`src/rtl/asram_pkg.sv`:
```
package asram_pkg;

  typedef enum logic [2:0] {
    ST_INIT,
    ST_IDLE,
    ST_READ,
    ST_WRITE,
    ST_TURN
  } st_e;

  // nanoseconds to whole clock cycles, rounded up, never below one
  function automatic int ns2cyc(input int ns, input int clk_ns);
    int c;
    c = (ns + clk_ns - 1) / clk_ns;
    return (c < 1) ? 1 : c;
  endfunction

  function automatic int imax(input int a, input int b);
    return (a > b) ? a : b;
  endfunction

  function automatic int rd_len(input int t_aa, input int t_rc, input int clk_ns);
    return imax(ns2cyc(t_aa, clk_ns), ns2cyc(t_rc, clk_ns));
  endfunction

  // cycles the data driver waits after write enable falls
  function automatic int drv_delay(input int t_hz, input int clk_ns, input bit oe_low);
    return oe_low ? ns2cyc(t_hz, clk_ns) : 0;
  endfunction

  function automatic int wr_len(input int t_wp, input int t_wp1, input int t_wc,
                                input int t_dw, input int t_hz, input int clk_ns,
                                input bit oe_low);
    int pulse;
    int data;
    pulse = imax(ns2cyc(t_wc, clk_ns), oe_low ? ns2cyc(t_wp1, clk_ns) : ns2cyc(t_wp, clk_ns));
    data  = drv_delay(t_hz, clk_ns, oe_low) + ns2cyc(t_dw, clk_ns);
    return imax(pulse, data);
  endfunction

endpackage

```
`src/rtl/asram_timer.sv`:
```
module asram_timer #(
  parameter int CW = 3
) (
  input  logic          clk,
  input  logic          rst_n,
  input  logic          load,
  input  logic [CW-1:0] load_val,
  output logic [CW-1:0] cnt,
  output logic          last
);

  always_ff @(posedge clk or negedge rst_n) begin
    if (!rst_n) begin
      cnt <= '0;
    end else if (load) begin
      cnt <= load_val;
    end else if (cnt > CW'(1)) begin
      cnt <= cnt - CW'(1);
    end
  end

  assign last = (cnt == CW'(1));

endmodule

```
`src/rtl/asram_seq.sv`:
```
module asram_seq
  import asram_pkg::*;
#(
  parameter int CW        = 3,
  parameter int RD_CYC    = 2,
  parameter int WR_CYC    = 2,
  parameter int GAP_CYC   = 1,
  parameter int DRV_CYC   = 0,
  parameter bit OE_LOW_WR = 1'b0
) (
  input  logic          clk,
  input  logic          rst_n,
  input  logic          req_valid,
  input  logic          req_write,
  input  logic [CW-1:0] cnt,
  input  logic          last,
  output logic          req_ready,
  output logic          acc,
  output logic          load,
  output logic [CW-1:0] load_val,
  output logic          rd_sample,
  output logic          wr_end,
  output logic          drv_set,
  output logic          mem_cs_n,
  output logic          mem_we_n,
  output logic          mem_oe_n
);

  localparam logic [CW-1:0] RD_L   = CW'(RD_CYC);
  localparam logic [CW-1:0] WR_L   = CW'(WR_CYC);
  localparam logic [CW-1:0] GAP_L  = CW'(GAP_CYC);
  localparam logic [CW-1:0] DRV_AT = CW'(WR_CYC - DRV_CYC + 1);

  st_e st;

  always_comb begin
    req_ready = (st == ST_IDLE);
    acc       = req_ready && req_valid;
    rd_sample = (st == ST_READ) && last;
    wr_end    = (st == ST_WRITE) && last;
    load      = acc || rd_sample;
    load_val  = !acc ? GAP_L : (req_write ? WR_L : RD_L);
    drv_set   = (acc && req_write && (DRV_CYC == 0)) ||
                ((st == ST_WRITE) && !last && (cnt == DRV_AT));
  end

  always_ff @(posedge clk or negedge rst_n) begin
    if (!rst_n) begin
      st       <= ST_INIT;
      mem_cs_n <= 1'b1;
      mem_we_n <= 1'b1;
      mem_oe_n <= 1'b1;
    end else begin
      case (st)
        ST_INIT: st <= ST_IDLE;
        ST_IDLE: begin
          if (req_valid) begin
            mem_cs_n <= 1'b0;
            if (req_write) begin
              st       <= ST_WRITE;
              mem_we_n <= 1'b0;
              mem_oe_n <= !OE_LOW_WR;
            end else begin
              st       <= ST_READ;
              mem_oe_n <= 1'b0;
            end
          end
        end
        ST_READ: begin
          if (last) begin
            st       <= ST_TURN;
            mem_cs_n <= 1'b1;
            mem_oe_n <= 1'b1;
          end
        end
        ST_TURN: begin
          if (last) st <= ST_IDLE;
        end
        ST_WRITE: begin
          if (last) begin
            st       <= ST_IDLE;
            mem_cs_n <= 1'b1;
            mem_we_n <= 1'b1;
            mem_oe_n <= 1'b1;
          end
        end
        default: st <= ST_INIT;
      endcase
    end
  end

endmodule

```
`src/rtl/asram_dpath.sv`:
```
module asram_dpath #(
  parameter int AW    = 18,
  parameter int DW    = 16,
  parameter int LANES = 2
) (
  input  logic             clk,
  input  logic             rst_n,
  input  logic             acc,
  input  logic             rd_sample,
  input  logic             wr_end,
  input  logic             drv_set,
  input  logic [AW-1:0]    req_addr,
  input  logic [DW-1:0]    req_wdata,
  input  logic [LANES-1:0] req_mask,
  input  logic [DW-1:0]    mem_dq_i,
  output logic [AW-1:0]    mem_addr,
  output logic [LANES-1:0] mem_bl_n,
  output logic [DW-1:0]    mem_dq_o,
  output logic             mem_dq_oe,
  output logic             rsp_valid,
  output logic [DW-1:0]    rsp_rdata
);

  localparam int LW = DW / LANES;

  logic [LANES-1:0] mask_q;
  logic [DW-1:0]    rd_word;

  // per-lane read gating: unrequested lanes come back as zero
  for (genvar g = 0; g < LANES; g++) begin : g_lane
    assign rd_word[g*LW +: LW] = mask_q[g] ? mem_dq_i[g*LW +: LW] : '0;
  end

  always_ff @(posedge clk or negedge rst_n) begin
    if (!rst_n) begin
      mem_addr  <= '0;
      mem_bl_n  <= '1;
      mem_dq_o  <= '0;
      mem_dq_oe <= 1'b0;
      mask_q    <= '0;
      rsp_valid <= 1'b0;
      rsp_rdata <= '0;
    end else begin
      rsp_valid <= rd_sample;
      if (rd_sample) rsp_rdata <= rd_word;
      if (acc) begin
        mem_addr <= req_addr;
        mem_bl_n <= ~req_mask;
        mem_dq_o <= req_wdata;
        mask_q   <= req_mask;
      end else if (rd_sample || wr_end) begin
        mem_bl_n <= '1;
      end
      if (wr_end) mem_dq_oe <= 1'b0;
      else if (drv_set) mem_dq_oe <= 1'b1;
    end
  end

endmodule

```
`src/rtl/asram_ctrl.sv`:
```
module asram_ctrl
  import asram_pkg::*;
#(
  parameter int AW            = 18,
  parameter int DW            = 16,
  parameter int LANES         = 2,
  parameter int CLK_PERIOD_NS = 10,
  parameter int T_AA_NS       = 15,
  parameter int T_RC_NS       = 15,
  parameter int T_WC_NS       = 15,
  parameter int T_WP_NS       = 12,
  parameter int T_WP1_NS      = 15,
  parameter int T_DW_NS       = 8,
  parameter int T_HZ_NS       = 7,
  parameter bit OE_LOW_WR     = 1'b0
) (
  input  logic             clk,
  input  logic             rst_n,
  input  logic             req_valid,
  output logic             req_ready,
  input  logic             req_write,
  input  logic [AW-1:0]    req_addr,
  input  logic [DW-1:0]    req_wdata,
  input  logic [LANES-1:0] req_mask,
  output logic             rsp_valid,
  output logic [DW-1:0]    rsp_rdata,
  output logic [AW-1:0]    mem_addr,
  output logic             mem_cs_n,
  output logic             mem_we_n,
  output logic             mem_oe_n,
  output logic [LANES-1:0] mem_bl_n,
  output logic [DW-1:0]    mem_dq_o,
  output logic             mem_dq_oe,
  input  logic [DW-1:0]    mem_dq_i
);

  localparam int RD_CYC  = rd_len(T_AA_NS, T_RC_NS, CLK_PERIOD_NS);
  localparam int WR_CYC  = wr_len(T_WP_NS, T_WP1_NS, T_WC_NS, T_DW_NS, T_HZ_NS,
                                  CLK_PERIOD_NS, OE_LOW_WR);
  localparam int DRV_CYC = drv_delay(T_HZ_NS, CLK_PERIOD_NS, OE_LOW_WR);
  localparam int GAP_CYC = ns2cyc(T_HZ_NS, CLK_PERIOD_NS);
  localparam int CNT_MAX = imax(imax(RD_CYC, WR_CYC), GAP_CYC);
  localparam int CW      = $clog2(CNT_MAX + 2);

  // internal events, named for the checker
  logic          acc;
  logic          load;
  logic [CW-1:0] load_val;
  logic [CW-1:0] cnt;
  logic          last;
  logic          rd_sample;
  logic          wr_end;
  logic          drv_set;

  asram_timer #(.CW(CW)) u_timer (
    .clk      (clk),
    .rst_n    (rst_n),
    .load     (load),
    .load_val (load_val),
    .cnt      (cnt),
    .last     (last)
  );

  asram_seq #(
    .CW        (CW),
    .RD_CYC    (RD_CYC),
    .WR_CYC    (WR_CYC),
    .GAP_CYC   (GAP_CYC),
    .DRV_CYC   (DRV_CYC),
    .OE_LOW_WR (OE_LOW_WR)
  ) u_seq (
    .clk       (clk),
    .rst_n     (rst_n),
    .req_valid (req_valid),
    .req_write (req_write),
    .cnt       (cnt),
    .last      (last),
    .req_ready (req_ready),
    .acc       (acc),
    .load      (load),
    .load_val  (load_val),
    .rd_sample (rd_sample),
    .wr_end    (wr_end),
    .drv_set   (drv_set),
    .mem_cs_n  (mem_cs_n),
    .mem_we_n  (mem_we_n),
    .mem_oe_n  (mem_oe_n)
  );

  asram_dpath #(.AW(AW), .DW(DW), .LANES(LANES)) u_dpath (
    .clk       (clk),
    .rst_n     (rst_n),
    .acc       (acc),
    .rd_sample (rd_sample),
    .wr_end    (wr_end),
    .drv_set   (drv_set),
    .req_addr  (req_addr),
    .req_wdata (req_wdata),
    .req_mask  (req_mask),
    .mem_dq_i  (mem_dq_i),
    .mem_addr  (mem_addr),
    .mem_bl_n  (mem_bl_n),
    .mem_dq_o  (mem_dq_o),
    .mem_dq_oe (mem_dq_oe),
    .rsp_valid (rsp_valid),
    .rsp_rdata (rsp_rdata)
  );

endmodule

```
`config.mk`:
```
export PLATFORM = sky130hd
export DESIGN_NAME = asram_ctrl
export DESIGN_NICKNAME = d
export VERILOG_FILES = /design/src/rtl/asram_pkg.sv /design/src/rtl/asram_timer.sv /design/src/rtl/asram_seq.sv /design/src/rtl/asram_dpath.sv /design/src/rtl/asram_ctrl.sv
export SDC_FILE = /design/constraint.sdc
export NUM_CORES = 1
export LEC_CHECK = 0
export ABC_CLOCK_PERIOD_IN_PS = 3000
export CAP_MARGIN = 15
export CORE_ASPECT_RATIO = 2
export CORE_UTILIZATION = 45
export CTS_CLUSTER_DIAMETER = 120
export DETAILED_ROUTE_END_ITERATION = 10
export HOLD_SLACK_MARGIN = 0.05
export PLACE_DENSITY = 0.85
export SYNTH_ARGS = -nofsm -noshare
export SYNTH_HDL_FRONTEND = slang
export SYNTH_SLANG_ARGS = --single-unit
```
`constraint.sdc`:
```
create_clock -name clk -period 3 [get_ports clk]
set_input_delay 0.3 -clock clk [delete_from_list [all_inputs] [get_ports clk]]
set_output_delay 0.3 -clock clk [all_outputs]
set_load 0.01 [all_outputs]
```
==> results of run 1 <==
-- worst max-delay path: stages (launching register included) --
cell,delay [ns]
dfrtp_1,0.43
nand2b_1,0.18
nor2_1,0.09
clkdlybuf4s50_1,0.54
-- state kept, by name, summed over array words and instances, names as in the netlist --
name,count
u_seq.mem_cs_n,1
u_dpath.mem_bl_n,2
u_dpath.mem_dq_o,16
u_timer.cnt,2
u_seq.st,3
u_dpath.mask_q,2
u_seq.mem_we_n,1
u_dpath.rsp_valid,1
u_dpath.rsp_rdata,16
u_seq.mem_oe_n,1
u_dpath.mem_dq_oe,1
u_dpath.mem_addr,18
-- how the worst max path moves through the flow --
stage                                            end  cells past startpoint  slack [ns]
global route                               req_ready                      3        1.02
global placement    u_dpath.mem_addr[13]$_DFFE_PN0N_                      4        1.21
floorplan              u_dpath.mask_q[0]$_DFFE_PN0N_                      5        1.52
CTS                                        req_ready                      3        1.11
finish                                     req_ready                      3        1.13
detailed placement  u_dpath.mem_addr[12]$_DFFE_PN0N_                      4        1.15
-- metal layers --
metal,wire [µm],up-vias,global-route usage (%)
met2,3390,59,35.4
li1,-,904,-
met5,0,-,0
met1,2320,960,25.2
met4,119,0,10.1
met3,252,9,4.55
-- cell usage in the layout (no fill, tap or decap), types with 2 or more instances in the layout --
master and instances:
clkdlybuf4s50_1 112, dfrtp_1 59, nand2_1 33, mux2_4 20, o21ai_1 16, mux2_1 16, clkbuf_16 9, nor2_1 6
dfstp_2 5, inv_1 4, a21oi_1 4, a2bb2oi_1 3, clkinv_2 3, nor2b_1 2, a21o_1 2, a211oi_1 2
nor3b_1 2, ha_1 2, clkinvlp_4 2, buf_12 2, buf_4 2
-- metrics by stage --
stage	std cells	util, %	total power [µW]	setup WS, ns
global route	380	72.3	4780	1.02
detailed placement	362	66.7	3540	1.15
floorplan	198	-	2540	1.52
finish	380	72.3	4510	1.13
global placement	362	66.7	3470	1.21
CTS	378	71.8	4560	1.11
-- logic make-up (layout without fill, tap and decap cells) --
| kind of cell | after synthesis | count (layout) | share of synthesized area [%] |
|---|---|---|---|
| AOI/OAI and AO/OA | 31 | 31 | 7.01 |
| xor gates and xnor gates | 1 | 1 | 0.331 |
| adders and majority gates | 2 | 2 | 0.947 |
| buffers and inverters | 17 | 138 | 4.59 |
| DFF | 64 | 64 | 60.8 |
| muxes | 36 | 36 | 18.2 |
| and+or+nand+nor | 47 | 47 | 8.10 |
-- power by group through the flow --
stage,combinational [µW],clock (µW),sequential (µW)
after floorplan,828,0,1710
after global placement,1880,0,1590
after detailed placement,1940,0,1600
after CTS,1940,1010,1600
after global routing,2060,1060,1670
final,1920,996,1600
-- layout make-up --
type / count / area (µm²) / share of cell area [%]
clock buffer: 10 / 229 / 5.59
sequential: 64 / 1610 / 39.3
inverter: 4 / 15.0 / 0.367
timing repair buffer: 118 / 1190 / 29.1
multi-input combinational: 117 / 913 / 22.3
tap: 61 / 76.3 / 1.86
clock inverter: 6 / 60.1 / 1.47
==> results.md, run 1 <==
* Hold WS at between 0.3 and 0.4 ns
* RSZ-0062 raised after global routing: no
* Synth area leader: dfrtp_1
* Synthesized area at around 0.0026 mm²
* Setup TNS at 0 ns
* CP endpoint kind: output port
* Fill cells at 418
* Sequential fraction of the synthesis area at 60.8%
* Routed WL at approximately 6000 µm
* Gpl congestion at 0.797
* # resized after CTS at 0
* Achievable Freq at approximately 0.54 GHz
* Clock Sink Count at 64
* CTS Root Cell: clkbuf_16
* Slew margin rel. at 73.3%
* Layout cells sized above 1 at 14.4%
* Async SR Flop Fraction at 100%
* Post-route clock period utilization at 62.2%
* Crit start category: flip-flop
* 1st-iter DRT viols at 47
* Area delta synth->final at 54.9%
* Post-CTS setup buffer count at 0
* FF+latch count, synth at 64
* IO Pins at 114
* Peak supply drop at between 0.9 and 1 mV
* Number of synthesized flops with an enable pin at 0
* R2R Setup Slk at 1.38 ns
* CTS H-tree depth at 3
* Worst hold path class: input port to async pin
* Worst-skew pair later-pin latency at 0.32 ns
* CTS Hold Bufs at 0
* Reg2reg end: u_dpath.mem_addr[7]$_DFFE_PN0N_
* Final Hold Fails at 0
* Reg2reg start: u_seq.st[1]$_DFFE_PN0P_
* P_sw at 1370 µW
* Ant diodes at 0
* Clock Path Buffers at 2
* Worst-path clk slew at 0.06 ns
* DR vias at 1932
* FP Rows at 39
* Area after DPL at 0.00377 mm²
* Crit-path max FO at 8
* CP required at 2.70 ns
* Fin crit period at about 1.9 ns
* Largest net degree at the start of global routing at 50
* Critical path arrival at 1.57 ns
* Worst-margin pin slew at 0.400 ns
* Nets@finish at 372
* Slew Viols, Final at 0
* Crit path from: u_seq.st[2]$_DFFE_PN0P_
* Most common flop cell mapped by yosys: dfrtp_1
* Die width at 56.2 µm
* Final Cell Area at approximately 0.0041 mm²
* Wire per inst at around 16 µm
* TritonCTS clock tree: done
* Final global-route overflow total at 0
* Most frequent cells after synthesis: 59 x dfrtp_1, 33 x nand2_1, 20 x mux2_4
* Yosys top cell area share at 55.9%
* Cell variety after synth at 30
* Initial Utilization at 46.7%
* Clock skew at 0.00673 ns
* Drt drc at 0
* Port bufs at 113
* CTS Buf Count at 9
* Max_cap viols at 0
* Internal power at 3140 µW
* Via density at ~5.1
* HPWL Detailed at 4390 µm
* Drt pass-1 iters at 4
* Antenna violations before repair at 0
* Vias in the first global route at 1942
* GRT Overall Usage at roughly a fifth
* Core Area at 0.00566 mm²
* Status: complete, no violations
* Reg power frac at 35.4%
* WS Path Type: flip-flop to output port
* Syn nets at 256
* Area of the die at 0.00620 mm²
* Avg Synthesized Cell Area at 13.3 µm²
* Setup violators final at 0
* P_leak at between 0.0015 and 0.002 µW
* Syn Inst Count at roughly 200
* First-pass GRT wire length at 9720 µm
* Combinational share of power at 42.5%
* Pwr Density at roughly 1100 mW/mm²
* Routed Antenna Nets at 0
* Top cells by area, synth: dfrtp_1 56%, mux2_4 11%, mux2_1 6.8%
* Most common cell in the netlist: dfrtp_1
* Ys Warns at 0
* R2R depth at 3
* Clock share of power at 22.1%
* Switching share of power at 30.3%
* Die Ht at ~110 µm
(Power assumes the default switching activity.)
==> inputs of run 2 (changes only) <==
Settings changed: ABC_CLOCK_PERIOD_IN_PS 3000 to 1600, CORE_UTILIZATION 45 to 38, PLACE_DENSITY 0.85 to 0.76.
Clock period 3 ns to 1.6 ns, I/O delays scaled along.
==> run 2 against run 1 <==
  * Global-route usage is 2.7 points lower
  * Largest cell class unchanged
  * Highest routed layer unchanged
  * Clock power is 94% higher
  * Via count hardly changed
==> results.md, run 2 (synthesis gave the netlist of run 1 again) <==
* Routed Antenna Nets at 0 (unchanged)
* CTS Root Cell: clkbuf_16
* Crit-path leading delay family: buffers and inverters
* Reg2reg start: u_seq.st[2]$_DFFE_PN0P_
* Setup violators final at 0 (unchanged)
* Reg with most FFs: u_dpath.mem_addr
* Worst path depth at 1 (-2)
* Die width at 61.0 µm (+8.5%)
* Nets@finish at 377 (+1.3%)
* Initial Utilization at 39.6% (-7.1 points)
* Clock share of power at 22.5% (+0.4 points)
* R2R Setup Slk at 0.08 ns (-1.30 ns)
* Post-route clock period utilization at a little over nine tenths
* Drt pass-1 iters at 4 (unchanged)
* CTS Buf Count at 9 (unchanged)
* RSZ-0062 raised after global routing: no
* Placed cell count at 395 (+9.1%)
* Routed WL at 6060 µm (-0.46%)
* Worst-skew pair later-pin latency at 0.32 ns (about the same)
* Max reg flops at 18 (unchanged)
* CP required at 1.44 ns (-1.26 ns)
* Die Ht at 120 µm (+8.7%)
* Final Hold Fails at 0 (unchanged)
* FP Rows at 42 (+7.7%)
* Core Area at 0.00667 mm² (+18%)
* R2R depth at 3 (unchanged)
* HPWL Detailed at 4500 µm (+2.4%)
* Largest net degree at the start of global routing at 35 (-30%)
* Clock Path Buffers at 2 (unchanged)
* Gpl congestion at 0.753 (-5.5%)
* Setup crit end: mem_we_n
* Peak supply drop at 0.996 mV (+1.2%)
* Commonest non-fill, non-tap cell in the layout: clkdlybuf4s50_1
* Crit-path max FO at 2 (-6)
* Crit-path cells: clkdlybuf4s50_1
* Slew margin rel. at 64.7% (-8.5 points)
* TritonCTS clock tree: done
* Post-route setup slack at 0.0409 ns (-1.09 ns)
* Port bufs at 113 (unchanged)
* 1st-iter DRT viols at 78 (+66%)
* Worst-path clk slew at 0.05 ns (about the same)
* Hold WS at 0.350 ns (-0.0138 ns)
* GRT Overall Usage at 18.2% (-2.7 points)
* Reg2reg end: u_dpath.mem_addr[10]$_DFFE_PN0N_
* Final global-route overflow total at 0 (unchanged)
* Fill cells at 557 (+33%)
* Commonest non-fill, non-tap cells in the layout: 111 x clkdlybuf4s50_1, 58 x dfrtp_1, 33 x nand2_1, 20 x mux2_4
* Post-layout util at 62.7% (-9.6 points)
* Slew Viols, Final at 0 (unchanged)
* Worst-margin pin slew at 0.529 ns (+0.129 ns)
* CP max-delay cell: clkdlybuf4s50_1
* Regs by FF count: u_dpath.mem_addr: 18 flops, u_dpath.mem_dq_o: 16 flops, u_dpath.rsp_rdata: 16 flops
* Clock skew at 0.00344 ns (-0.00329 ns)
* CP peak stage delay at 0.55 ns (about the same)
* Area delta synth->final at 58.5%
* Critical path arrival at 1.40 ns (-0.17 ns)
* Crit path from: u_seq.mem_we_n$_DFFE_PN1P_
* Pwr Density at 2050 mW/mm² (+86%)
* Clock Sink Count at 64 (unchanged)
* CTS H-tree depth at 3 (unchanged)
* Setup WS pre-CTS at -0.0522 ns (-1.20 ns)
* Max_cap viols at 0 (unchanged)
* CP endpoint kind: output port
* WS Path Type: flip-flop to output port
* Achievable Freq at 0.641 GHz
* Drt drc at 0 (unchanged)
* Switching share of power at 29.7% (-0.60 points)
* Crit start category: flip-flop
* Fin crit period at 1.56 ns
* Via density at 4.69 (-7.8%)
* Worst hold path class: input port to async pin
* Post-CTS setup buffer count at 0 (unchanged)
* Antenna violations before repair at 0 (unchanged)
* Wire per inst at 14.7 µm (-8.2%)
* Combinational share of power at 42.9% (+0.4 points)
* CP bufs+invs at 1 (unchanged)
* Ant diodes at 0 (unchanged)
* DR vias at 1931 (-0.052%)
* Fin cells at 412 (+8.4%)
* Layout cells sized above 1 at 15.7% (+1.3 points)
* Reg power frac at 34.6% (-0.8 points)
* IO Pins at 114 (unchanged)
* Status: complete, no violations
* P_sw at 2560 µW (+87%)
* First-pass GRT wire length at 9550 µm (-1.8%)
* Internal power at 6040 µW (+92%)
* Vias in the first global route at 2028 (+4.4%)
* Area of the die at 0.00731 mm² (+18%)
* P_leak at 0.00184 µW (+2.4%)
[run 2: power groups by stage]
stage               combinational [µW]  clock, µW  sequential [µW]
finish                            3690       1930             2980
global route                      3990       2040             3080
CTS                               3750       1990             2990
detailed placement                3740          0             2990
global placement                  3660          0             2970
floorplan                         1550          0             3210
[run 2: through the flow]
step | power [µW] | setup TNS, ns | instance area (µm²)
final | 8600 | 0 | 4190
after global routing | 9120 | 0 | 4190
after CTS | 8720 | 0 | 4190
after detailed placement | 6740 | -0.698 | 3880
after global placement | 6620 | 0 | 3880
after floorplan | 4760 | 0 | 2640
[run 2: worst min-delay path by stage]
stage / startpoint / cells after the start / endpoint
floorplan: rst_n / 0 / u_dpath.mask_q[0]$_DFFE_PN0N_
global placement: rst_n / 1 / u_dpath.mem_addr[2]$_DFFE_PN0N_
detailed placement: rst_n / 1 / u_dpath.mem_dq_o[15]$_DFFE_PN0N_
CTS: rst_n / 2 / u_seq.st[0]$_DFFE_PN0P_
global route: rst_n / 2 / u_dpath.mem_addr[14]$_DFFE_PN0N_
finish: rst_n / 2 / u_dpath.mem_addr[11]$_DFFE_PN0N_
[run 2: per-layer routing]
layer | GRT usage (%) | share of wire (%)
met1 | 20.1 | 36
met2 | 31.3 | 58
met3 | 3.23 | 3.6
met4 | 10.1 | 2.7
met5 | 0 | 0
[run 2: what timing repair did]
| action | CTS | global route |
|---|---|---|
| pin swaps | 0 | 1 |
| setup endpoints to repair | 1 | 3 |
| hold endpoints to repair | 18 | 0 |
| hold buffers | 1 | 0 |
| resized for setup | 1 | 1 |
[run 2: layout make-up]
class / instances / area, µm² / share of cell area [%]
Inverter: 4 / 15.0 / 0.359
Tap cell: 88 / 110 / 2.63
Clock buffer: 13 / 260 / 6.21
Multi-Input combinational cell: 117 / 913 / 21.8
Timing Repair Buffer: 123 / 1240 / 29.6
Sequential cell: 64 / 1610 / 38.4
Clock inverter: 3 / 40.0 / 0.956
